==> src/rtl/irq_gate.sv <==
module irq_gate #(
  parameter int NLINES = 13,
  parameter int NSW    = 2,
  localparam int IDXW  = $clog2(NLINES)
) (
  input  logic              clk,
  input  logic              rst_n,
  input  logic              line_we,
  input  logic [IDXW-1:0]   line_idx,
  input  logic              line_level,
  input  logic              cfg_we,
  input  logic              cfg_sel,
  input  logic [NLINES-1:0] cfg_wdata,
  input  logic              glb_en,
  input  logic              dbg_mode,
  output logic              take_irq,
  output logic              wake,
  output logic              vec_valid,
  output logic [IDXW-1:0]   vec
);

  logic [NLINES-1:0] pend, mask, hit;
  logic deliver, deliver_q;

  for (genvar g = 0; g < NLINES; g++) begin : g_pend
    if (g < NSW) begin : g_sw
      always_ff @(posedge clk)
        if (!rst_n) pend[g] <= 1'b0;
        else if (cfg_we && cfg_sel) pend[g] <= cfg_wdata[g];
    end else begin : g_hw
      always_ff @(posedge clk)
        if (!rst_n) pend[g] <= 1'b0;
        else if (line_we && line_idx == IDXW'(g)) pend[g] <= line_level;
    end
  end

  always_ff @(posedge clk)
    if (!rst_n) mask <= '0;
    else if (cfg_we && !cfg_sel) mask <= cfg_wdata;

  assign hit       = pend & mask;
  assign wake      = |hit;
  assign vec_valid = wake;

  always_comb begin
    vec = '0;
    for (int i = 0; i < NLINES; i++)
      if (hit[i]) vec = IDXW'(i);
  end

  assign deliver = glb_en && !dbg_mode && wake;

  always_ff @(posedge clk)
    if (!rst_n) begin
      deliver_q <= 1'b0;
      take_irq  <= 1'b0;
    end else begin
      deliver_q <= deliver;
      take_irq  <= deliver && !deliver_q;
    end

endmodule


==> config.mk <==
export PLATFORM = sky130hd
export DESIGN_NAME = irq_gate
export DESIGN_NICKNAME = d
export VERILOG_FILES = /design/src/rtl/irq_gate.sv
export SDC_FILE = /design/constraint.sdc
export NUM_CORES = 1
export LEC_CHECK = 0
export BUFFER_PORTS_ARGS = -buffer_cell sky130_fd_sc_hd__buf_2
export CAP_MARGIN = 20
export CORE_MARGIN = 5
export CORE_UTILIZATION = 52
export DETAILED_ROUTE_END_ITERATION = 10
export GPL_ROUTABILITY_DRIVEN = 1
export GPL_TIMING_DRIVEN = 0
export PLACE_DENSITY_LB_ADDON = 0.08
export SYNTH_ARGS = -nofsm -noshare
export SYNTH_HDL_FRONTEND = slang
export SYNTH_SLANG_ARGS = --single-unit
==> constraint.sdc <==
create_clock -name clk -period 1.7 [get_ports clk]
set_input_delay 0.255 -clock clk [delete_from_list [all_inputs] [get_ports clk]]
set_output_delay 0.255 -clock clk [all_outputs]
set_load 0.01 [all_outputs]
==> impl_results.html, run 1 <==
<table>
<tr><th>Metric</th><th>Value</th></tr>
<tr><th colspan="2">Synthesis</th></tr>
<tr><td>Flip-flop and latch count after synthesis</td><td>28</td></tr>
<tr><td>Cell taking the most area after synthesis</td><td>sky130_fd_sc_hd__dfxtp_1</td></tr>
<tr><td>Yosys cell types</td><td>26</td></tr>
<tr><td>Post-synthesis instance total</td><td>159</td></tr>
<tr><td>Sequential fraction of the synthesis area</td><td>between 40% and 50%</td></tr>
<tr><td>Cell with the most instances after synthesis</td><td>sky130_fd_sc_hd__nand2_1</td></tr>
<tr><td>Mapped Area</td><td>around 1300 sq um</td></tr>
<tr><td>Post-synth top area share</td><td>42.7%</td></tr>
<tr><td>Commonest cells in the synthesized netlist</td><td>sky130_fd_sc_hd__nand2_1, sky130_fd_sc_hd__dfxtp_1, sky130_fd_sc_hd__a21boi_0</td></tr>
<tr><td>Synthesized area divided by synthesized cell count</td><td>8.25 sq um</td></tr>
<tr><td>Synthesis Warnings</td><td>0</td></tr>
<tr><td>Net count of the mapped netlist</td><td>approximately 180</td></tr>
<tr><td>Main flop type after synthesis</td><td>sky130_fd_sc_hd__dfxtp_1</td></tr>
<tr><td>Fraction of registers with async set or reset after synthesis</td><td>0%</td></tr>
<tr><td>Post-synth EDFFs</td><td>0</td></tr>
<tr><td>Cells taking the most area after synthesis</td><td>sky130_fd_sc_hd__dfxtp_1, sky130_fd_sc_hd__a21boi_0, sky130_fd_sc_hd__nand2_1, sky130_fd_sc_hd__mux2i_1, sky130_fd_sc_hd__o21ai_0</td></tr>
<tr><th colspan="2">Route</th></tr>
<tr><td>Avg Vias per Cell</td><td>5.46</td></tr>
<tr><td>Number of DRC markers after the initial detailed-route iteration</td><td>32</td></tr>
<tr><td>Number of vias after detailed routing</td><td>1,261</td></tr>
<tr><td>Final routed DRC violation total</td><td>0</td></tr>
<tr><td>Detailed-route wire length</td><td>3080 microns</td></tr>
<tr><td>DRT Pass-1 Iters</td><td>5</td></tr>
<tr><td>Wire length per cell</td><td>13.3 microns</td></tr>
<tr><td>DRT antenna net count</td><td>0</td></tr>
<tr><th colspan="2">Critical path</th></tr>
<tr><td>Worst reg2reg path depth</td><td>10</td></tr>
<tr><td>Class of the most critical setup path</td><td>flop to primary output</td></tr>
<tr><td>Required time worst endpoint</td><td>1.44 ns</td></tr>
<tr><td>Biggest fanout along the worst timing path</td><td>3</td></tr>
<tr><td>Critical path capture point type</td><td>primary output</td></tr>
<tr><td>Startpoint type of the worst setup path</td><td>flop</td></tr>
<tr><td>Critical Path AT</td><td>approximately 1.6 ns</td></tr>
<tr><th colspan="2">Floorplan</th></tr>
<tr><td>Y dimension of the die</td><td>60.2 microns</td></tr>
<tr><td>Area of the core</td><td>about 2500 sq um</td></tr>
<tr><td>Initial standard-cell utilization of the core</td><td>a little over half</td></tr>
<tr><td>Std-Cell Rows</td><td>18</td></tr>
<tr><td>Io pins</td><td>32</td></tr>
<tr><td>Floorplan die area</td><td>3630 sq um</td></tr>
<tr><td>Horizontal extent of the die</td><td>60.2 microns</td></tr>
<tr><th colspan="2">Timing</th></tr>
<tr><td>Hold violation count in the final report</td><td>0</td></tr>
<tr><td>Unrepaired setup endpoints after global routing</td><td>true</td></tr>
<tr><td>Max-slew violation total from the final report</td><td>0</td></tr>
<tr><td>Headroom to the max-slew limit</td><td>72.6%</td></tr>
<tr><td>Max frequency</td><td>548 MHz</td></tr>
<tr><td>Share of the cycle needed by the critical path after routing</td><td>107%</td></tr>
<tr><td>Post-layout worst setup margin</td><td>-0.124 ns</td></tr>
<tr><td>Total of endpoints with negative setup slack in the final report</td><td>5</td></tr>
<tr><td>Final critical path time including I/O delays and setup</td><td>1.82 ns</td></tr>
<tr><td>Worst Skew</td><td>0.00404 ns</td></tr>
<tr><td>Pin slew with the least headroom to its limit</td><td>0.411 ns</td></tr>
<tr><th colspan="2">Clocking</th></tr>
<tr><td>Hold-fix buffer count after cts</td><td>0</td></tr>
<tr><td>Clock Root Buffer</td><td>sky130_fd_sc_hd__clkbuf_4</td></tr>
<tr><td>Clk_lat worst skew</td><td>~0.32 ns</td></tr>
<tr><td>Register clock-pin slew on the reported worst setup and hold paths</td><td>0.14 ns</td></tr>
<tr><td>CTS H-tree depth</td><td>1</td></tr>
<tr><td>Num CTS Buffers</td><td>3</td></tr>
<tr><td>TritonCTS clock tree</td><td>built</td></tr>
<tr><td>CTS sink count</td><td>28</td></tr>
<tr><td>Clock Path Buffers</td><td>2</td></tr>
<tr><th colspan="2">GRT</th></tr>
<tr><td>Global-route usage over all layers</td><td>between 15 and 20%</td></tr>
<tr><td>Total congestion overflow after global routing</td><td>0</td></tr>
<tr><td>Initial antenna violation count</td><td>0</td></tr>
<tr><td>Vias in the first global route</td><td>between 1,000 and 1,500</td></tr>
<tr><td>Global-route wire length before repair</td><td>around 5000 microns</td></tr>
<tr><td>Largest net degree at the start of global routing</td><td>15</td></tr>
<tr><th colspan="2">Placement</th></tr>
<tr><td>Worst setup slack before clock tree synthesis</td><td>0.179 ns</td></tr>
<tr><td>Total cell area at the placement stage</td><td>1510 sq um</td></tr>
<tr><td>Sum of net half-perimeters after detailed placement</td><td>between 2000 and 2500 microns</td></tr>
<tr><td>Placer Congestion</td><td>0.847</td></tr>
<tr><td>Number of I/O port buffers</td><td>31</td></tr>
<tr><th colspan="2">Flow run</th></tr>
<tr><td>Max cap viols</td><td>0</td></tr>
<tr><th colspan="2">Run status</th></tr>
<tr><td>Violations in the final reports</td><td>setup timing</td></tr>
<tr><td>Result of the run</td><td>finished, violations left</td></tr>
<tr><th colspan="2">Power</th></tr>
<tr><td>Worst ir drop on vdd</td><td>0.492 mV</td></tr>
<tr><td>Areal power density over the cells</td><td>roughly 660 nW/um^2</td></tr>
<tr><td>Leakage power summed over all cells</td><td>between 0.0006 and 0.0007 uW</td></tr>
<tr><th colspan="2">Layout</th></tr>
<tr><td>Diode count</td><td>0</td></tr>
<tr><td>Fraction of layout instances using a drive strength above 1</td><td>30.8%</td></tr>
<tr><td>Area growth from synthesis to layout</td><td>25.1%</td></tr>
<tr><td>Post-layout nets</td><td>between 200 and 250</td></tr>
<tr><td>Final standard cell area without fillers</td><td>approximately 1600 sq um</td></tr>
<tr><th colspan="2">Hold path</th></tr>
<tr><td>Type of the worst min-delay path</td><td>input pin to flop</td></tr>
<tr><td>Cell count of the worst hold path</td><td>3</td></tr>
</table>
## area by class of cell
type	instances	area [sq um]
multi-input combinational	124	744
sequential	28	567
tap	30	37.5
timing repair buffer	39	233
inverter	1	3.75
clock buffer	3	22.5
fill	224	813
buffer	6	33.8
## power breakdown
| group | switching [uW] | internal, uW |
|---|---|---|
| logic | 69.2 | 65.2 |
| clock network | 177 | 83.0 |
| registers | 17.1 | 677 |
## repair_timing
action | in CTS | in global routing
pin swaps | 4 | 5
setup buffers | 6 | 2
endpoints found under the setup margin | 4 | 6
endpoints found under the hold margin | 0 | 0
gates resized for setup | 8 | 11
## critical path, cell delays in order (launching register included)
cell,delay [ns]
sky130_fd_sc_hd__dfxtp_2,0.35
sky130_fd_sc_hd__a22o_1,0.24
sky130_fd_sc_hd__nand4b_1,0.22
sky130_fd_sc_hd__nor2_2,0.16
sky130_fd_sc_hd__inv_2,0.06
sky130_fd_sc_hd__buf_6,0.11
sky130_fd_sc_hd__buf_6,0.11
## routing by layer
layer	GRT usage (%)	wire length [microns]	share of wire, %	vias to the layer above
met5	0	0	0	-
met4	5.38	24	0.78	0
li1	-	-	-	640
met2	32.7	1570	51	30
met3	4.10	158	5.1	4
met1	19.7	1320	43	587
## stage by stage
step	hold WS [ns]	setup TNS (ns)	util (%)	cells	total power (uW)
after global placement	0.384	0	61.3	220	822
after CTS	0.162	-0.241	65.1	229	1090
after floorplan	0.376	0	-	159	767
after global routing	0.153	-0.713	66.9	231	1140
after detailed placement	0.391	0	61.3	220	828
final	0.164	-0.306	66.9	231	1090
## cells in the final DEF, fill, tap and decap left out, drive strengths merged, types with 4 or more instances in the layout
| cell | n |
|---|---|
| nand2 | 44 |
| buf | 43 |
| dfxtp | 28 |
| a21boi | 22 |
| o21ai | 9 |
| nor2 | 8 |
| nor2b | 7 |
| mux2i | 5 |
| a22oi | 5 |
| clkbuf | 5 |
| nand3 | 4 |
| nor3 | 4 |
## path summary, 6_finish.rpt
kind,startpoint,end,slack [ns]
max,pend[5]$_SDFFE_PN0P_,wake,-0.12
min,cfg_wdata[3],mask[3]$_SDFFE_PN0P_,0.16
max reg2reg,pend[5]$_SDFFE_PN0P_,take_irq$_SDFF_PN0_,0.03
min reg2reg,deliver_q$_SDFF_PN0_,take_irq$_SDFF_PN0_,0.41
## registers in the layout, summed over array words and instances (netlist names)
| register | cells |
|---|---|
| take_irq | 1 |
| deliver_q | 1 |
| pend | 13 |
| mask | 13 |
## cells by family (layout without fill, tap and decap cells)
group / count (synthesis) / after routing / share of synthesized area [%]
muxes: 5 / 5 / 3.81
DFF: 28 / 28 / 42.7
buffers and inverters: 7 / 49 / 2.57
AOI/OAI and AO/OA: 43 / 43 / 23.1
and+or+nand+nor: 76 / 76 / 27.8
Power figures use the tool's default switching activity.
==> run 2, diff against run 1 <==
--- a/config.mk
+++ b/config.mk
@@ -7,7 +7,6 @@
 export LEC_CHECK = 0
 export BUFFER_PORTS_ARGS = -buffer_cell sky130_fd_sc_hd__buf_2
 export CAP_MARGIN = 20
-export CORE_MARGIN = 5
 export CORE_UTILIZATION = 52
 export DETAILED_ROUTE_END_ITERATION = 10
 export GPL_ROUTABILITY_DRIVEN = 1
==> run 2 against run 1 <==
Net effect: the flow still finishes with violations (setup timing); non-clock buffer count fell by 5; die area fell by 25%; worst hold slack got worse by 0.0075 ns; utilization is 2.6 points higher; critical path depth unchanged; sequential power about the same; clock-buffer cell count is the same; clock skew shrank 0.0015 ns; clock power grew 3%; via count is 1.2% lower; routed wire length down 3.1%.
==> impl_results.html, run 2 (same netlist as run 1, synthesis figures left out) <==
<table>
<tr><th>Metric</th><th>Value</th></tr>
<tr><th colspan="2">GRT</th></tr>
<tr><td>Largest net degree at the start of global routing</td><td>15 (unchanged)</td></tr>
<tr><td>Initial antenna violation count</td><td>0 (unchanged)</td></tr>
<tr><td>Global-route usage over all layers</td><td>23.5% (+5.9 points)</td></tr>
<tr><td>Global-route wire length before repair</td><td>4630 microns (-4.7%)</td></tr>
<tr><td>Vias in the first global route</td><td>1,091 (-7.6%)</td></tr>
<tr><td>Total congestion overflow after global routing</td><td>0 (unchanged)</td></tr>
<tr><th colspan="2">Layout</th></tr>
<tr><td>Area growth from synthesis to layout</td><td>21.5%</td></tr>
<tr><td>Diode count</td><td>0 (unchanged)</td></tr>
<tr><td>Final std cells w/o fill</td><td>224 (-3.0%)</td></tr>
<tr><td>Top Registers</td><td>mask (13), pend (13)</td></tr>
<tr><td>Commonest cells after routing, fill and taps aside</td><td>sky130_fd_sc_hd__nand2_1, sky130_fd_sc_hd__buf_2, sky130_fd_sc_hd__dfxtp_1</td></tr>
<tr><td>Fraction of layout instances using a drive strength above 1</td><td>28.6% (-2.3 points)</td></tr>
<tr><td>Filler Cells Inserted</td><td>188 (-16%)</td></tr>
<tr><td>End-of-flow core utilization</td><td>69.4% (+2.6 points)</td></tr>
<tr><td>Most frequent standard cell in the layout excluding fill and tap cells</td><td>sky130_fd_sc_hd__nand2_1</td></tr>
<tr><td>Post-layout nets</td><td>223 (-2.2%)</td></tr>
<tr><th colspan="2">Power</th></tr>
<tr><td>Leakage power summed over all cells</td><td>0.000611 uW (-3.7%)</td></tr>
<tr><td>Worst ir drop on vdd</td><td>0.547 mV (+11%)</td></tr>
<tr><td>Areal power density over the cells</td><td>683 nW/um^2 (+3.0%)</td></tr>
<tr><th colspan="2">Floorplan</th></tr>
<tr><td>Floorplan die area</td><td>2730 sq um (-25%)</td></tr>
<tr><td>Area of the core</td><td>2300 sq um (-6.4%)</td></tr>
<tr><td>Io pins</td><td>32 (unchanged)</td></tr>
<tr><td>Y dimension of the die</td><td>52.2 microns (-13%)</td></tr>
<tr><td>Initial standard-cell utilization of the core</td><td>57.1% (+3.7 points)</td></tr>
<tr><td>Horizontal extent of the die</td><td>52.2 microns (-13%)</td></tr>
<tr><td>Std-Cell Rows</td><td>17 (-1)</td></tr>
<tr><th colspan="2">Route</th></tr>
<tr><td>Met2 routed WL</td><td>1490 microns (-5.1%)</td></tr>
<tr><td>Final routed DRC violation total</td><td>0 (unchanged)</td></tr>
<tr><td>Top routing layer in use</td><td>met4</td></tr>
<tr><td>Avg Vias per Cell</td><td>5.56 (+1.9%)</td></tr>
<tr><td>Total met3 wirelength after detailed routing</td><td>98 microns (-38%)</td></tr>
<tr><td>DRT Pass-1 Iters</td><td>4 (-1)</td></tr>
<tr><td>Wire length per cell</td><td>13.3 microns (about the same)</td></tr>
<tr><td>Number of vias after detailed routing</td><td>1,246 (-1.2%)</td></tr>
<tr><td>Detailed-route wire length</td><td>2980 microns (-3.1%)</td></tr>
<tr><td>Number of DRC markers after the initial detailed-route iteration</td><td>35 (+9.4%)</td></tr>
<tr><td>DRT antenna net count</td><td>0 (unchanged)</td></tr>
<tr><td>Met1 wire length</td><td>1380 microns (+4.1%)</td></tr>
<tr><th colspan="2">Clocking</th></tr>
<tr><td>CTS sink count</td><td>28 (unchanged)</td></tr>
<tr><td>Register clock-pin slew on the reported worst setup and hold paths</td><td>0.14 ns (about the same)</td></tr>
<tr><td>Clock Root Buffer</td><td>sky130_fd_sc_hd__clkbuf_4</td></tr>
<tr><td>TritonCTS clock tree</td><td>built</td></tr>
<tr><td>CTS H-tree depth</td><td>1 (unchanged)</td></tr>
<tr><td>Hold-fix buffer count after cts</td><td>0 (unchanged)</td></tr>
<tr><td>Clock Path Buffers</td><td>2 (unchanged)</td></tr>
<tr><td>Num CTS Buffers</td><td>3 (unchanged)</td></tr>
<tr><td>Clk_lat worst skew</td><td>0.32 ns (about the same)</td></tr>
<tr><th colspan="2">Critical path</th></tr>
<tr><td>Slowest stage delay, CP</td><td>0.35 ns (about the same)</td></tr>
<tr><td>Cell with the biggest individual delay on the critical path</td><td>sky130_fd_sc_hd__dfxtp_2</td></tr>
<tr><td>Startpoint type of the worst setup path</td><td>flop</td></tr>
<tr><td>Critical Path Most Common Cell</td><td>sky130_fd_sc_hd__buf_6</td></tr>
<tr><td>Chain of cells forming the critical path</td><td>a22o_1 -&gt; nand4b_1 -&gt; nor2_2 -&gt; inv_2 -&gt; buf_6 -&gt; buf_6</td></tr>
<tr><td>Critical path capture point type</td><td>primary output</td></tr>
<tr><td>Class of the most critical setup path</td><td>flop to primary output</td></tr>
<tr><td>Critical Path AT</td><td>1.54 ns (-0.03 ns)</td></tr>
<tr><td>Required time worst endpoint</td><td>1.44 ns (about the same)</td></tr>
<tr><td>Biggest fanout along the worst timing path</td><td>3 (unchanged)</td></tr>
<tr><th colspan="2">Placement</th></tr>
<tr><td>Sum of net half-perimeters after detailed placement</td><td>2200 microns (-3.2%)</td></tr>
<tr><td>Placed Cells incl. Taps</td><td>218 (-0.91%)</td></tr>
<tr><td>Placer Congestion</td><td>0.823 (-2.8%)</td></tr>
<tr><td>Number of I/O port buffers</td><td>31 (unchanged)</td></tr>
<tr><th colspan="2">Run status</th></tr>
<tr><td>Result of the run</td><td>finished, violations left</td></tr>
<tr><td>Violations in the final reports</td><td>setup timing</td></tr>
<tr><th colspan="2">Timing</th></tr>
<tr><td>Max-slew violation total from the final report</td><td>0 (unchanged)</td></tr>
<tr><td>Total of endpoints with negative setup slack in the final report</td><td>4 (-1)</td></tr>
<tr><td>Worst Skew</td><td>0.00251 ns (-0.00153 ns)</td></tr>
<tr><td>Unrepaired setup endpoints after global routing</td><td>true</td></tr>
<tr><td>Post-layout worst setup margin</td><td>-0.0935 ns (+0.0300 ns)</td></tr>
<tr><td>Headroom to the max-slew limit</td><td>73.7% (+1.1 points)</td></tr>
<tr><td>Final critical path time including I/O delays and setup</td><td>1.79 ns (-0.0300 ns)</td></tr>
<tr><td>Max frequency</td><td>558 MHz (+1.7%)</td></tr>
<tr><td>Share of the cycle needed by the critical path after routing</td><td>106% (-1.8 points)</td></tr>
<tr><td>Pin slew with the least headroom to its limit</td><td>0.395 ns (-0.0160 ns)</td></tr>
<tr><td>Hold violation count in the final report</td><td>0 (unchanged)</td></tr>
<tr><td>Final Hold Slack</td><td>0.156 ns (-0.00753 ns)</td></tr>
<tr><th colspan="2">Hold path</th></tr>
<tr><td>Type of the worst min-delay path</td><td>input pin to flop</td></tr>
<tr><th colspan="2">Flow run</th></tr>
<tr><td>Max cap viols</td><td>0 (unchanged)</td></tr>
</table>
[run 2: changes by cell type in the layout (fill, tap and decap cells not counted)]
cell and change:
sky130_fd_sc_hd__a22oi_1 -1, sky130_fd_sc_hd__a22oi_2 +1, sky130_fd_sc_hd__buf_4 -2, sky130_fd_sc_hd__buf_6 -3, sky130_fd_sc_hd__dfxtp_1 +2, sky130_fd_sc_hd__dfxtp_2 -2, sky130_fd_sc_hd__nand3_1 -1, sky130_fd_sc_hd__nand3_2 +1
sky130_fd_sc_hd__nor2b_1 +1, sky130_fd_sc_hd__nor2b_2 -1
[run 2: worst max-delay path, delay by kind of cell, from the launching register on]
| family | cells | cell delay, ns |
|---|---|---|
| flops | 1 | 0.35 |
| simple gates | 2 | 0.35 |
| buf+inv | 3 | 0.28 |
| compound gates | 1 | 0.25 |
[run 2: metrics by stage]
step | setup WS, ns | power, uW | setup TNS [ns] | cell area, sq um
2_1_floorplan | 0.275 | 767 | 0 | 1310
3_3_place_gp | 0.216 | 821 | 0 | 1500
3_5_place_dp | 0.171 | 828 | 0 | 1500
4_1_cts | -0.113 | 1090 | -0.298 | 1560
5_1_grt | -0.140 | 1140 | -0.474 | 1600
6_report | -0.0935 | 1090 | -0.174 | 1600
[run 2: timing repair]
| action | CTS | global route |
|---|---|---|
| buffers inserted | 1 | 2 |
| gates resized for setup | 8 | 7 |
| setup endpoints to repair | 4 | 4 |
| hold endpoints to repair | 0 | 0 |
| pin swaps | 4 | 4 |
[run 2: metal layers]
layer | vias up | global-route usage, %
li1 | 628 | -
met1 | 580 | 29.3
met2 | 36 | 41.9
met3 | 2 | 2.61
met4 | 0 | 7.89
met5 | - | 0
[run 2: power by group]
| part | internal, uW | total (uW) | switching, uW |
|---|---|---|---|
| sequential | 677 | 694 | 17.7 |
| clock | 83.1 | 268 | 185 |
| combinational | 59.0 | 127 | 67.6 |
| total | 819 | 1090 | 270 |
[run 2: final timing paths]
kind                             start                    end  slack [ns]  cells past startpoint
setup / recovery  pend[5]$_SDFFE_PN0P_                   wake       -0.09                      6
setup reg to reg  pend[5]$_SDFFE_PN0P_    take_irq$_SDFF_PN0_        0.48                      5
hold / removal           cfg_wdata[10]  mask[10]$_SDFFE_PN0P_        0.16                      3
hold reg to reg   deliver_q$_SDFF_PN0_    take_irq$_SDFF_PN0_        0.43                      1
[run 2: cell type report]
class | instances | area (sq um) | share of cell area, %
Buffer | 6 | 33.8 | 2.12
Clock buffer | 3 | 22.5 | 1.41
Inverter | 1 | 3.75 | 0.235
Multi-Input combinational cell | 124 | 752 | 47.1
Sequential cell | 28 | 564 | 35.4
Tap cell | 28 | 35.0 | 2.20
Timing Repair Buffer | 34 | 184 | 11.5
==> run 3, diff against run 2 <==
--- a/config.mk
+++ b/config.mk
@@ -5,13 +5,15 @@
 export SDC_FILE = /design/constraint.sdc
 export NUM_CORES = 1
 export LEC_CHECK = 0
-export BUFFER_PORTS_ARGS = -buffer_cell sky130_fd_sc_hd__buf_2
+export BUFFER_PORTS_ARGS = -buffer_cell sky130_fd_sc_hd__buf_4
 export CAP_MARGIN = 20
 export CORE_UTILIZATION = 52
 export DETAILED_ROUTE_END_ITERATION = 10
 export GPL_ROUTABILITY_DRIVEN = 1
 export GPL_TIMING_DRIVEN = 0
 export PLACE_DENSITY_LB_ADDON = 0.08
+export REMOVE_ABC_BUFFERS = 1
+export SKIP_CTS_REPAIR_TIMING = 1
 export SYNTH_ARGS = -nofsm -noshare
 export SYNTH_HDL_FRONTEND = slang
 export SYNTH_SLANG_ARGS = --single-unit
==> run 3 against run 2 <==
Net effect: the flow still finishes with violations (setup timing); largest cell class unchanged; register-to-register slack got worse by 0.02 ns; utilization grew 1.7 points; critical path type unchanged; routed wire length fell by 4.2%; critical endpoint unchanged; fmax rose by 2.7%.
==> impl_results.html, run 3 (same netlist as run 1, synthesis figures left out) <==
<table>
<tr><th>Metric</th><th>Value</th></tr>
<tr><th colspan="2">Run status</th></tr>
<tr><td>Result of the run</td><td>finished, violations left</td></tr>
<tr><td>Violations in the final reports</td><td>setup timing</td></tr>
<tr><th colspan="2">Critical path</th></tr>
<tr><td>Reg-to-reg slack, setup</td><td>0.46 ns (-0.02 ns)</td></tr>
<tr><td>Worst r2r dst</td><td>take_irq$_SDFF_PN0_</td></tr>
<tr><td>Class of the most critical setup path</td><td>flop to primary output</td></tr>
<tr><td>Worst reg2reg path depth</td><td>5 (unchanged)</td></tr>
<tr><td>Chain of cells forming the critical path</td><td>a22o_1 -&gt; nand4b_1 -&gt; nor2_2 -&gt; inv_2 -&gt; buf_6</td></tr>
<tr><td>Startpoint type of the worst setup path</td><td>flop</td></tr>
<tr><td>Cell with the biggest individual delay on the critical path</td><td>sky130_fd_sc_hd__dfxtp_2</td></tr>
<tr><td>Slowest stage delay, CP</td><td>0.35 ns (about the same)</td></tr>
<tr><td>Biggest fanout along the worst timing path</td><td>3 (unchanged)</td></tr>
<tr><td>R2r startpoint</td><td>mask[5]$_SDFFE_PN0P_</td></tr>
<tr><td>Critical path capture point type</td><td>primary output</td></tr>
<tr><td>Critical Path AT</td><td>1.49 ns (-0.05 ns)</td></tr>
<tr><td>Required time worst endpoint</td><td>1.44 ns (about the same)</td></tr>
<tr><th colspan="2">Timing</th></tr>
<tr><td>Final critical path time including I/O delays and setup</td><td>1.75 ns (-0.0472 ns)</td></tr>
<tr><td>Unrepaired setup endpoints after global routing</td><td>true</td></tr>
<tr><td>Worst Skew</td><td>0.00388 ns (+0.00137 ns)</td></tr>
<tr><td>Max frequency</td><td>573 MHz (+2.7%)</td></tr>
<tr><td>Post-layout worst setup margin</td><td>-0.0463 ns (+0.0472 ns)</td></tr>
<tr><td>Share of the cycle needed by the critical path after routing</td><td>103% (-2.8 points)</td></tr>
<tr><td>Pin slew with the least headroom to its limit</td><td>0.916 ns (+0.521 ns)</td></tr>
<tr><td>Headroom to the max-slew limit</td><td>38.8% (-35 points)</td></tr>
<tr><td>Total of endpoints with negative setup slack in the final report</td><td>3 (-1)</td></tr>
<tr><td>Hold violation count in the final report</td><td>0 (unchanged)</td></tr>
<tr><td>Total negative slack for setup checks</td><td>-0.116 ns (+0.0577 ns)</td></tr>
<tr><td>Max-slew violation total from the final report</td><td>0 (unchanged)</td></tr>
<tr><th colspan="2">Layout</th></tr>
<tr><td>Diode count</td><td>0 (unchanged)</td></tr>
<tr><td>Commonest cells after routing, fill and taps aside</td><td>sky130_fd_sc_hd__nand2_1, sky130_fd_sc_hd__buf_4, sky130_fd_sc_hd__dfxtp_1</td></tr>
<tr><td>Final standard cell area without fillers</td><td>1640 sq um (+2.5%)</td></tr>
<tr><td>Most frequent standard cell in the layout excluding fill and tap cells</td><td>sky130_fd_sc_hd__nand2_1</td></tr>
<tr><td>Top Registers</td><td>mask (13), pend (13)</td></tr>
<tr><td>Fraction of layout instances using a drive strength above 1</td><td>25.8% (-2.8 points)</td></tr>
<tr><td>Post-layout nets</td><td>216 (-3.1%)</td></tr>
<tr><td>Area growth from synthesis to layout</td><td>24.6%</td></tr>
<tr><th colspan="2">Floorplan</th></tr>
<tr><td>Area of the core</td><td>2300 sq um (unchanged)</td></tr>
<tr><td>Floorplan die area</td><td>2730 sq um (unchanged)</td></tr>
<tr><td>Y dimension of the die</td><td>52.2 microns (unchanged)</td></tr>
<tr><td>Io pins</td><td>32 (unchanged)</td></tr>
<tr><td>Std-Cell Rows</td><td>17 (unchanged)</td></tr>
<tr><td>Initial standard-cell utilization of the core</td><td>57.1% (unchanged)</td></tr>
<tr><td>Horizontal extent of the die</td><td>52.2 microns (unchanged)</td></tr>
<tr><th colspan="2">Flow run</th></tr>
<tr><td>Max cap viols</td><td>0 (unchanged)</td></tr>
<tr><th colspan="2">Route</th></tr>
<tr><td>DRT antenna net count</td><td>0 (unchanged)</td></tr>
<tr><td>Number of DRC markers after the initial detailed-route iteration</td><td>21 (-40%)</td></tr>
<tr><td>Detailed-route wire length</td><td>2860 microns (-4.2%)</td></tr>
<tr><td>Met1 wire length</td><td>1310 microns (-4.7%)</td></tr>
<tr><td>Top routing layer in use</td><td>met4</td></tr>
<tr><td>Total met3 wirelength after detailed routing</td><td>109 microns (+11%)</td></tr>
<tr><td>DRT Pass-1 Iters</td><td>4 (unchanged)</td></tr>
<tr><td>Final routed DRC violation total</td><td>0 (unchanged)</td></tr>
<tr><td>Wire length per cell</td><td>13.1 microns (-1.6%)</td></tr>
<tr><td>Number of vias after detailed routing</td><td>1,207 (-3.1%)</td></tr>
<tr><td>Met2 routed WL</td><td>1410 microns (-5.5%)</td></tr>
<tr><td>Avg Vias per Cell</td><td>5.54 (-0.46%)</td></tr>
<tr><th colspan="2">GRT</th></tr>
<tr><td>Total congestion overflow after global routing</td><td>0 (unchanged)</td></tr>
<tr><td>Initial antenna violation count</td><td>0 (unchanged)</td></tr>
<tr><td>Vias in the first global route</td><td>1,080 (-1.0%)</td></tr>
<tr><td>Global-route usage over all layers</td><td>23.7% (+0.14 points)</td></tr>
<tr><td>Largest net degree at the start of global routing</td><td>28 (+13)</td></tr>
<tr><td>Global-route wire length before repair</td><td>4780 microns (+3.3%)</td></tr>
<tr><th colspan="2">Clocking</th></tr>
<tr><td>TritonCTS clock tree</td><td>built</td></tr>
<tr><td>Clk_lat worst skew</td><td>0.33 ns (about the same)</td></tr>
<tr><td>Register clock-pin slew on the reported worst setup and hold paths</td><td>0.15 ns (about the same)</td></tr>
<tr><td>Clock Root Buffer</td><td>sky130_fd_sc_hd__clkbuf_4</td></tr>
<tr><td>CTS sink count</td><td>28 (unchanged)</td></tr>
<tr><td>CTS H-tree depth</td><td>1 (unchanged)</td></tr>
<tr><td>Num CTS Buffers</td><td>3 (unchanged)</td></tr>
<tr><td>Clock Path Buffers</td><td>2 (unchanged)</td></tr>
<tr><th colspan="2">Hold path</th></tr>
<tr><td>Cell count of the worst hold path</td><td>3 (unchanged)</td></tr>
<tr><td>Startpoint of the tightest hold check path</td><td>cfg_wdata[10]</td></tr>
<tr><td>Type of the worst min-delay path</td><td>input pin to flop</td></tr>
<tr><td>Worst Hold End</td><td>mask[10]$_SDFFE_PN0P_</td></tr>
<tr><th colspan="2">Power</th></tr>
<tr><td>Areal power density over the cells</td><td>709 nW/um^2 (+3.9%)</td></tr>
<tr><td>Worst ir drop on vdd</td><td>0.476 mV (-13%)</td></tr>
<tr><td>Leakage power summed over all cells</td><td>0.000608 uW (-0.41%)</td></tr>
<tr><th colspan="2">Placement</th></tr>
<tr><td>Sum of net half-perimeters after detailed placement</td><td>2090 microns (-5.2%)</td></tr>
<tr><td>Number of I/O port buffers</td><td>31 (unchanged)</td></tr>
<tr><td>Total cell area at the placement stage</td><td>1550 sq um (+3.2%)</td></tr>
<tr><td>Placer Congestion</td><td>0.806 (-2.1%)</td></tr>
</table>
==> run 3: through the flow <==
stage	util (%)	std cells	power [uW]	hold slack, ns	setup WS [ns]
6_report	71.2	218	1160	0.155	-0.0463
5_1_grt	71.2	218	1210	0.149	-0.126
4_1_cts	69.1	216	1160	0.151	-0.141
3_5_place_dp	67.5	212	838	0.399	0.210
3_3_place_gp	67.5	212	832	0.381	0.281
2_1_floorplan	-	153	757	0.376	0.395
==> run 3: routing by layer <==
metal | track usage, % | vias to the layer above
met5 | 0 | -
met4 | 8.33 | 0
met3 | 2.90 | 3
met2 | 40.8 | 31
met1 | 30.3 | 552
li1 | - | 621
==> run 3: critical path: cells and delay by family (launching register included) <==
family / cells / cell delay (ns)
simple gates: 2 / 0.39
buf+inv: 2 / 0.18
compound gates: 1 / 0.25
flops: 1 / 0.35
==> run 3: power by group <==
part	leakage [uW]	switching, uW	internal, uW
Combinational	0.000359	64.3	71.4
Clock	0.0000210	199	131
Sequential	0.000228	17.4	677
Total	0.000608	281	879
==> run 3: final cells by class <==
type,count,area (sq um)
clock buffer,4,36.3
fill,188,662
inverter,1,3.75
multi-input combinational,124,742
sequential,28,563
tap,28,35.0
timing repair buffer,33,255
==> run 3: worst max-delay path by stage <==
| stage | cells after the start | from | to | slack (ns) |
|---|---|---|---|---|
| after floorplan | 4 | pend[5]$_SDFFE_PN0P_ | vec[1] | 0.39 |
| after global placement | 5 | pend[5]$_SDFFE_PN0P_ | vec[0] | 0.28 |
| after detailed placement | 4 | cfg_sel | mask[5]$_SDFFE_PN0P_ | 0.21 |
| after CTS | 5 | pend[5]$_SDFFE_PN0P_ | vec[0] | -0.14 |
| final | 5 | mask[5]$_SDFFE_PN0P_ | wake | -0.05 |
| after global routing | 5 | pend[5]$_SDFFE_PN0P_ | vec[0] | -0.13 |
